<file path="src/rtl/dma_pkg.sv">
`timescale 1ns/1ps
package dma_pkg;
  localparam int NUM_CH = 2;

  typedef enum logic [1:0] {
    TRIG_EXT   = 2'd0,
    TRIG_TIMER = 2'd1,
    TRIG_SOFT  = 2'd2,
    TRIG_NONE  = 2'd3
  } trig_e;

  typedef enum logic [1:0] {
    STEP_HOLD = 2'd0,
    STEP_INC  = 2'd1,
    STEP_DEC  = 2'd2,
    STEP_RSVD = 2'd3
  } step_e;

  // mode word, bit 13 down to bit 0
  typedef struct packed {
    logic  prioHigh;
    logic  irqEn;
    logic  tcStop;
    logic  dstIo;
    step_e dstStep;
    logic  srcIo;
    step_e srcStep;
    logic  wordSize;
    logic  destSync;
    trig_e trig;
    logic  run;
  } chan_cfg_t;

  localparam int CFG_W = $bits(chan_cfg_t);

  // subset of the mode word the sequencer needs
  typedef struct packed {
    logic  prioHigh;
    logic  tcStop;
    logic  destSync;
    trig_e trig;
    logic  run;
  } chan_mode_t;

  // strobes from the sequencer to the datapath
  typedef struct packed {
    logic chanSel;
    logic latchData;
    logic advSrc;
    logic advDst;
    logic decCount;
  } dp_strobe_t;

  typedef enum logic [2:0] {
    ST_IDLE  = 3'd0,
    ST_HOLD  = 3'd1,
    ST_READ  = 3'd2,
    ST_WAIT  = 3'd3,
    ST_WRITE = 3'd4,
    ST_DONE  = 3'd5
  } dma_state_e;
endpackage

</file>
<file path="src/rtl/dma_datapath.sv">
`timescale 1ns/1ps
module dma_datapath
  import dma_pkg::*;
#(
  parameter int ADDR_W = 20,
  parameter int CNT_W  = 16,
  parameter int DATA_W = 16
) (
  input  logic                    clk,
  input  logic                    rstN,
  input  logic                    regWe,
  input  logic                    regChan,
  input  logic [1:0]              regSel,
  input  logic [ADDR_W-1:0]       regWdata,
  input  dp_strobe_t              strobe,
  input  logic                    phaseWrite,
  input  logic [DATA_W-1:0]       busRdata,
  output chan_mode_t [NUM_CH-1:0] chMode,
  output logic [NUM_CH-1:0]       cntZero,
  output logic [ADDR_W-1:0]       busAddr,
  output logic                    busIo,
  output logic                    busWord,
  output logic [DATA_W-1:0]       busWdata,
  output logic [NUM_CH-1:0]       irq
);
  localparam logic [1:0] SEL_SRC = 2'd0;
  localparam logic [1:0] SEL_DST = 2'd1;
  localparam logic [1:0] SEL_CNT = 2'd2;
  localparam logic [1:0] SEL_CFG = 2'd3;
  localparam int         PAD_W   = DATA_W - 8;

  function automatic logic [ADDR_W-1:0] stepPtr(input logic [ADDR_W-1:0] ptr,
                                                input step_e mode, input logic wide);
    logic [ADDR_W-1:0] amt;
    amt = wide ? ADDR_W'(2) : ADDR_W'(1);
    case (mode)
      STEP_INC: return ptr + amt;
      STEP_DEC: return ptr - amt;
      default:  return ptr;
    endcase
  endfunction

  logic [ADDR_W-1:0] srcArr [NUM_CH];
  logic [ADDR_W-1:0] dstArr [NUM_CH];
  chan_cfg_t         cfgArr [NUM_CH];
  logic [DATA_W-1:0] holdReg;

  for (genvar c = 0; c < NUM_CH; c++) begin : g_chan
    logic [ADDR_W-1:0] srcPtr;
    logic [ADDR_W-1:0] dstPtr;
    logic [CNT_W-1:0]  count;
    chan_cfg_t         cfg;
    logic              irqPulse;
    logic              hit;
    logic              mine;

    assign hit  = regWe && (regChan == 1'(c));
    assign mine = strobe.chanSel == 1'(c);

    always_ff @(posedge clk or negedge rstN) begin
      if (!rstN) begin
        srcPtr   <= '0;
        dstPtr   <= '0;
        count    <= '0;
        cfg      <= '0;
        irqPulse <= 1'b0;
      end else begin
        irqPulse <= 1'b0;
        if (hit) begin
          case (regSel)
            SEL_SRC: srcPtr <= regWdata;
            SEL_DST: dstPtr <= regWdata;
            SEL_CNT: count  <= regWdata[CNT_W-1:0];
            SEL_CFG: cfg    <= chan_cfg_t'(regWdata[CFG_W-1:0]);
            default: ;
          endcase
        end else if (mine) begin
          if (strobe.advSrc) srcPtr <= stepPtr(srcPtr, cfg.srcStep, cfg.wordSize);
          if (strobe.advDst) dstPtr <= stepPtr(dstPtr, cfg.dstStep, cfg.wordSize);
          if (strobe.decCount) begin
            count <= count - CNT_W'(1);
            if (cfg.tcStop && count == CNT_W'(1)) begin
              cfg.run  <= 1'b0;
              irqPulse <= cfg.irqEn;
            end
          end
        end
      end
    end

    assign srcArr[c]          = srcPtr;
    assign dstArr[c]          = dstPtr;
    assign cfgArr[c]          = cfg;
    assign cntZero[c]         = count == '0;
    assign irq[c]             = irqPulse;
    assign chMode[c].prioHigh = cfg.prioHigh;
    assign chMode[c].tcStop   = cfg.tcStop;
    assign chMode[c].destSync = cfg.destSync;
    assign chMode[c].trig     = cfg.trig;
    assign chMode[c].run      = cfg.run;
  end

  always_ff @(posedge clk or negedge rstN) begin
    if (!rstN)                 holdReg <= '0;
    else if (strobe.latchData) holdReg <= busRdata;
  end

  chan_cfg_t curCfg;
  assign curCfg   = cfgArr[strobe.chanSel];
  assign busAddr  = phaseWrite ? dstArr[strobe.chanSel] : srcArr[strobe.chanSel];
  assign busIo    = phaseWrite ? curCfg.dstIo : curCfg.srcIo;
  assign busWord  = curCfg.wordSize;
  assign busWdata = curCfg.wordSize ? holdReg : {{PAD_W{1'b0}}, holdReg[7:0]};
endmodule

</file>
<file path="src/rtl/dma_control.sv">
`timescale 1ns/1ps
module dma_control
  import dma_pkg::*;
(
  input  logic                    clk,
  input  logic                    rstN,
  input  chan_mode_t [NUM_CH-1:0] chMode,
  input  logic [NUM_CH-1:0]       cntZero,
  input  logic [NUM_CH-1:0]       extReq,
  input  logic [NUM_CH-1:0]       timerTick,
  input  logic                    holdAck,
  input  logic                    busReady,
  output dp_strobe_t              strobe,
  output logic                    phaseWrite,
  output logic                    busHold,
  output logic                    busRead,
  output logic                    busWrite
);
  dma_state_e        state;
  logic              curCh;
  logic              lastCh;
  logic              pick;
  logic              grant;
  logic [NUM_CH-1:0] syncA;
  logic [NUM_CH-1:0] syncB;
  logic [NUM_CH-1:0] timerPend;
  logic [NUM_CH-1:0] reqActive;
  logic [NUM_CH-1:0] want;
  logic [NUM_CH-1:0] consume;

  always_ff @(posedge clk or negedge rstN) begin
    if (!rstN) begin
      syncA <= '0;
      syncB <= '0;
    end else begin
      syncA <= extReq;
      syncB <= syncA;
    end
  end

  for (genvar c = 0; c < NUM_CH; c++) begin : g_req
    logic eligible;

    always_comb begin
      case (chMode[c].trig)
        TRIG_EXT:   reqActive[c] = syncB[c];
        TRIG_TIMER: reqActive[c] = timerPend[c];
        TRIG_SOFT:  reqActive[c] = 1'b1;
        default:    reqActive[c] = 1'b0;
      endcase
    end

    assign eligible = chMode[c].run && (chMode[c].trig != TRIG_NONE)
                      && !(chMode[c].tcStop && cntZero[c]);
    assign want[c]  = eligible && (chMode[c].destSync || reqActive[c]);

    assign consume[c] =
        (state == ST_IDLE && grant && pick == 1'(c) && !chMode[c].destSync) ||
        (state == ST_WAIT && curCh == 1'(c) && chMode[c].run && reqActive[c]);

    always_ff @(posedge clk or negedge rstN) begin
      if (!rstN) timerPend[c] <= 1'b0;
      else       timerPend[c] <= chMode[c].run && (chMode[c].trig == TRIG_TIMER)
                                 && (timerTick[c] || (timerPend[c] && !consume[c]));
    end
  end

  assign grant = |want;

  always_comb begin
    if (want[0] && want[1]) begin
      if (chMode[0].prioHigh != chMode[1].prioHigh) pick = chMode[1].prioHigh;
      else                                          pick = ~lastCh;
    end else begin
      pick = want[1];
    end
  end

  always_ff @(posedge clk or negedge rstN) begin
    if (!rstN) begin
      state  <= ST_IDLE;
      curCh  <= 1'b0;
      lastCh <= 1'b1;
    end else begin
      case (state)
        ST_IDLE: if (grant) begin
          curCh  <= pick;
          lastCh <= pick;
          state  <= ST_HOLD;
        end
        ST_HOLD: if (holdAck) state <= ST_READ;
        ST_READ: if (busReady) state <= chMode[curCh].destSync ? ST_WAIT : ST_WRITE;
        ST_WAIT: begin
          if (!chMode[curCh].run)     state <= ST_DONE;
          else if (reqActive[curCh])  state <= ST_WRITE;
        end
        ST_WRITE: if (busReady) state <= ST_DONE;
        ST_DONE:  state <= ST_IDLE;
        default:  state <= ST_IDLE;
      endcase
    end
  end

  always_comb begin
    strobe.chanSel   = curCh;
    strobe.latchData = (state == ST_READ) && busReady;
    strobe.advSrc    = (state == ST_READ) && busReady;
    strobe.advDst    = (state == ST_WRITE) && busReady;
    strobe.decCount  = (state == ST_WRITE) && busReady;
  end

  assign phaseWrite = state == ST_WRITE;
  assign busRead    = state == ST_READ;
  assign busWrite   = state == ST_WRITE;
  assign busHold    = (state == ST_HOLD) || (state == ST_READ) ||
                      (state == ST_WAIT) || (state == ST_WRITE);
endmodule

</file>
<file path="src/rtl/dual_dma_ctrl.sv">
`timescale 1ns/1ps
module dual_dma_ctrl
  import dma_pkg::*;
#(
  parameter int ADDR_W = 20,
  parameter int CNT_W  = 16,
  parameter int DATA_W = 16
) (
  input  logic              clk,
  input  logic              rstN,
  input  logic              regWe,
  input  logic              regChan,
  input  logic [1:0]        regSel,
  input  logic [ADDR_W-1:0] regWdata,
  input  logic [1:0]        extReq,
  input  logic [1:0]        timerTick,
  output logic              busHold,
  input  logic              holdAck,
  output logic              busRead,
  output logic              busWrite,
  output logic [ADDR_W-1:0] busAddr,
  output logic              busIo,
  output logic              busWord,
  output logic [DATA_W-1:0] busWdata,
  input  logic [DATA_W-1:0] busRdata,
  input  logic              busReady,
  output logic [1:0]        irq
);
  chan_mode_t [NUM_CH-1:0] chMode;
  logic [NUM_CH-1:0]       cntZero;
  dp_strobe_t              strobe;
  logic                    phaseWrite;

  dma_control u_ctrl (
    .clk        (clk),
    .rstN       (rstN),
    .chMode     (chMode),
    .cntZero    (cntZero),
    .extReq     (extReq),
    .timerTick  (timerTick),
    .holdAck    (holdAck),
    .busReady   (busReady),
    .strobe     (strobe),
    .phaseWrite (phaseWrite),
    .busHold    (busHold),
    .busRead    (busRead),
    .busWrite   (busWrite)
  );

  dma_datapath #(
    .ADDR_W (ADDR_W),
    .CNT_W  (CNT_W),
    .DATA_W (DATA_W)
  ) u_dp (
    .clk        (clk),
    .rstN       (rstN),
    .regWe      (regWe),
    .regChan    (regChan),
    .regSel     (regSel),
    .regWdata   (regWdata),
    .strobe     (strobe),
    .phaseWrite (phaseWrite),
    .busRdata   (busRdata),
    .chMode     (chMode),
    .cntZero    (cntZero),
    .busAddr    (busAddr),
    .busIo      (busIo),
    .busWord    (busWord),
    .busWdata   (busWdata),
    .irq        (irq)
  );
endmodule

</file>
<file path="config.mk">
export PLATFORM = sky130hd
export DESIGN_NAME = dual_dma_ctrl
export DESIGN_NICKNAME = d
export VERILOG_FILES = /design/src/rtl/dma_pkg.sv /design/src/rtl/dma_datapath.sv /design/src/rtl/dma_control.sv /design/src/rtl/dual_dma_ctrl.sv
export SDC_FILE = /design/constraint.sdc
export NUM_CORES = 1
export LEC_CHECK = 0
export BUFFER_PORTS_ARGS = -buffer_cell sky130_fd_sc_hd__buf_4
export CAP_MARGIN = 15
export CELL_PAD_IN_SITES_DETAIL_PLACEMENT = 1
export CELL_PAD_IN_SITES_GLOBAL_PLACEMENT = 2
export CORE_UTILIZATION = 40
export CTS_BUF_LIST = sky130_fd_sc_hd__clkbuf_4 sky130_fd_sc_hd__clkbuf_8
export DETAILED_ROUTE_END_ITERATION = 7
export PLACE_DENSITY_LB_ADDON = 0.08
export SLEW_MARGIN = 20
export SYNTH_ARGS = -nofsm -noshare
export SYNTH_HDL_FRONTEND = slang
export SYNTH_SLANG_ARGS = --single-unit
</file>
<file path="constraint.sdc">
create_clock -name clk -period 6.2 [get_ports clk]
set_clock_uncertainty 0.05 [all_clocks]
set_input_delay 1.24 -clock clk [delete_from_list [all_inputs] [get_ports clk]]
set_output_delay 1.24 -clock clk [all_outputs]
set_load 0.05 [all_outputs]
</file>
==> flow_metrics.py <==
metrics = {
    "global_routing": {
        "grt.overflow.total": 0,
        "grt_antenna_before_repair": 1,
        "grt_max_degree": 76,
        "grt_pass1_wl_um": 67600,
        "grt.total_usage_pct": 29.0,
        "grt_pass1_vias": 11100,
    },
    "placement": {
        "place_area_um2": 13300,
        "numPortBuffers": 90,
        "gp_congestion": 0.878,
        "dp_hpwl_um": 33400,
        "dp_cells": 1808,
    },
    "floorplanning": {
        "row_count": 63,
        "core_area_um2": 30000,
        "die_x_um": 177,
        "pin_count": 91,
        "die_h_um": 177,
        "die_area_um2": 31400,
        "start_util_pct": 41.0,
    },
    "routing": {
        "viasPerCell": 6.09,
        "drt_iter0_drc": 898,
        "firstDrtPassIters": 5,
        "drcViolationCount": 0,
        "ant_nets": 0,
        "wl_per_cell_um": 24.2,
        "vias": 11200,
        "routed_wl_um": 44400,
    },
    "worst_setup_path": {
        "cp_data_arrival_time_ps": 2830,
        "endpoint_kind": "output port",
        "path_buf_inv": 1,
        "critPathKind": "register to output port",
        "cp_top_family": "simple AND/OR/NAND/NOR gates",
        "timing.rr.end": "u_dp.g_chan[1].srcPtr[18]$_DFFE_PN0P_",
        "r2r-start": "u_dp.cfgArr[5]$_DFFE_PN0P_",
        "slowest_stage": "nand2_1",
        "cp_cell_sequence": "nor2_1 -> nand2_1 -> mux4_2 -> buf_4",
        "max_stage_delay_ps": 670,
        "critPathRequiredTime_ps": 4910,
        "rrSetupSlack_ps": 2360,
        "startpoint_type": "register",
        "worst-path-max-fanout": 23,
        "reg2reg_depth": 13,
    },
    "timing": {
        "max_slew_margin_pct": 31.6,
        "worst_pin_slew_ps": 1020,
        "max_freq_mhz": 243,
        "fin_crit_ps": 4120,
        "holdWs_ps": 324,
        "rsz0062_at_grt": "false",
        "setup_viol_count_final": 0,
        "tns_ps": 0,
        "finalCritPeriodShare_pct": 66.5,
        "hold_viol": 0,
        "slew_violations": 0,
    },
    "run_status": {
        "status": "complete, no violations",
    },
    "synthesis": {
        "synth.area.mux_share_pct": 8.39,
        "synth_area_um2": 12300,
        "synth_cells": 1381,
        "synth_flop_cell": "dfrtp_1",
        "yosysSeqAreaShare_pct": 34.4,
        "yosys_register_bits": 169,
        "synth-adder-area-share_pct": 9.49,
        "syn_area_per_cell_um2": 8.90,
        "synth-async-reset-ratio_pct": 100,
        "synthSimpleGateAreaFrac_pct": 17.2,
        "synth_edf_count": 0,
        "synth_nets": 1519,
        "yosysWarnings": 0,
        "ys_types": 77,
        "synth_compound_area_share_pct": 22.4,
        "synth_xor_area_share_pct": 4.20,
        "synth_top_family_by_area": "compound AO/OA/AOI/OAI gates",
    },
    "clocking": {
        "post_cts_buffers": 0,
        "cts_tree": "built",
        "cts.hold.buffers_added": 0,
        "clk_latency_ps": 520,
        "clk_path_buf_depth": 2,
        "numCtsBuffers": 17,
        "cts.clk_slew.worst_paths_ps": 100,
        "clock_sinks": 169,
        "h-tree-depth": 4,
        "clockRootBuffer": "clkbuf_8",
        "postCtsResizedCells": 0,
    },
    "final_layout": {
        "stdcell_count": 1840,
        "design_area_um2": 13700,
        "fin_nets": 1575,
        "syn2layout_area_growth_pct": 11.4,
        "drive_gt1_share_pct": 16.3,
        "nFillCells": 3507,
        "antenna_cells": 0,
    },
    "power_and_ir_drop": {
        "ir_worst_vdd_mv": 0.364,
        "power_frac_clock_pct": 11.5,
        "power_density_nw_per_um2": 563,
        "leakage_nw": 6.00,
        "power_w": 0.00771,
        "comb_power_share_pct": 60.4,
        "internal_power_w": 0.00381,
        "switching_power_w": 0.00389,
        "seqPwrFrac_pct": 28.1,
        "netSwitchingFraction_pct": 50.5,
    },
    "hold_path": {
        "hold_depth": 0,
        "holdPathEnd": "u_ctrl.syncB[0]$_DFF_PN0_",
        "hold_path.startpoint": "u_ctrl.syncA[0]$_DFF_PN0_",
        "holdCritPathClass": "register to register",
    },
    "flow_run": {
        "drv_cap": 0,
    },
}
## worst reg2reg max path: cells and delay by family, from the launching register on
family	cells	cell delay [ps]
compound gates	7	1840
xor+xnor	1	160
fa+ha+maj	2	950
buf+inv	2	300
flops	1	360
simple gates	1	100
## placed cells by master (no fill, tap or decap), types with 5 or more instances in the layout
master      netlist  routed
a22o_1            8       8
clkbuf_8          0      19
o41ai_1           9       9
nor2_1          125     124
o21ai_0          95      93
mux4_2           21      21
o21a_1           10      10
or3_1             8       8
a211o_1           5       5
a31oi_1          40      40
o21bai_1         10      10
nor4_1           10      10
nand3_1          34      34
o31ai_1          10      10
o21ai_1           5       7
a311oi_1          5       5
a21o_1           29      29
or2_2             6       6
nor2b_1          22      21
nand4_1          14      14
xor2_1           27      27
o221ai_1         14      14
a211oi_1          7       7
nand2b_1         10       9
o211ai_1          7       7
dfrtp_1         168     167
xnor2_1          32      32
mux2_2           46      46
and2_1            6       6
a31o_2            5       5
and3_1           14      14
ha_1             86      86
nand2_1         151     151
inv_1            39      39
a221oi_1          9       9
nor3_1           29      29
clkinvlp_4        0       5
buf_4            10     108
a21oi_1         130     129
## Yosys cell counts, drive strengths merged (14+ instances only)
library cell  instances  share of area [%]
xor2                 27                1.9
a31oi                40                2.0
buf                  31                1.5
nor2                125                3.8
dfrtp               168                 34
mux2                 46                4.2
nand4                14               0.71
o21ai               101                4.1
a21oi               130                5.3
a21o                 29                1.8
mux4                 21                3.8
inv                  40                1.2
xnor2                32                2.3
nand3                34                1.4
nand2               151                4.6
and3                 14               0.71
nor2b                22                1.1
ha                   86                8.8
o221ai               14                1.0
clkbuf               41                1.3
nor3                 30                1.3
## stage by stage
step	utilization [%]	worst slack, ps
floorplan	-	2830
global placement	44.3	2440
detailed placement	44.3	2370
CTS	45.7	2060
global route	45.7	1850
finish	45.7	2080
## routing by layer
layer | vias to the layer above | GRT usage (%) | share of wire (%)
li1 | 5217 | - | -
met1 | 5628 | 39.6 | 46
met3 | 59 | 5.10 | 5.1
met4 | 2 | 11.4 | 3.2
met2 | 298 | 45.6 | 46
met5 | - | 0 | 0.027
## how the worst max path moves through the flow
stage / startpoint / cells past startpoint / slack [ps] / to
after floorplan: u_ctrl.curCh$_DFFE_PN0N_ / 4 / 2830 / busAddr[12]
after global placement: regChan / 8 / 2440 / u_dp.g_chan[1].dstPtr[17]$_DFFE_PN0P_
after detailed placement: regChan / 8 / 2370 / u_dp.g_chan[1].dstPtr[17]$_DFFE_PN0P_
after CTS: u_ctrl.curCh$_DFFE_PN0N_ / 4 / 2060 / busWdata[13]
after global routing: u_ctrl.curCh$_DFFE_PN0N_ / 4 / 1850 / busWdata[10]
final: u_ctrl.state[0]$_DFFE_PN0P_ / 4 / 2080 / busAddr[13]
## cell type report
cell class	count	area, µm²	area share, %
multi-input cells	1100	7590	55.4
flip-flops and latches	169	4230	30.9
repair buffers	109	825	6.02
well taps	390	488	3.56
clock buffers	21	270	1.97
inverters	40	150	1.10
clock inverters	11	146	1.07
## kinds of logic after synthesis
group / Yosys count
buffers and inverters: 112
AOI/OAI and AO/OA: 430
adders and majority gates: 91
DFF: 169
muxes: 71
and+or+nand+nor: 449
xor gates and xnor gates: 59
## state kept, by name, indices dropped and copies added, names as in the netlist
name                  count
u_dp.g_chan.dstPtr       40
u_dp.g_chan.srcPtr       40
u_dp.g_chan.count        32
u_dp.cfgArr              16
u_dp.holdReg             16
u_dp.chMode              12
u_ctrl.state              3
u_ctrl.syncA              2
u_ctrl.syncB              2
u_ctrl.timerPend          2
u_dp.g_chan.irqPulse      2
u_ctrl.curCh              1
u_ctrl.lastCh             1
## power by group through the flow
stage | Combinational (W) | Sequential, W | Clock [W]
finish | 0.00465 | 0.00216 | 0.000888
global route | 0.00509 | 0.00221 | 0.000942
CTS | 0.00466 | 0.00215 | 0.000905
detailed placement | 0.00462 | 0.00217 | 0
global placement | 0.00455 | 0.00216 | 0
floorplan | 0.00359 | 0.00184 | 0
(Power assumes the default switching activity.)
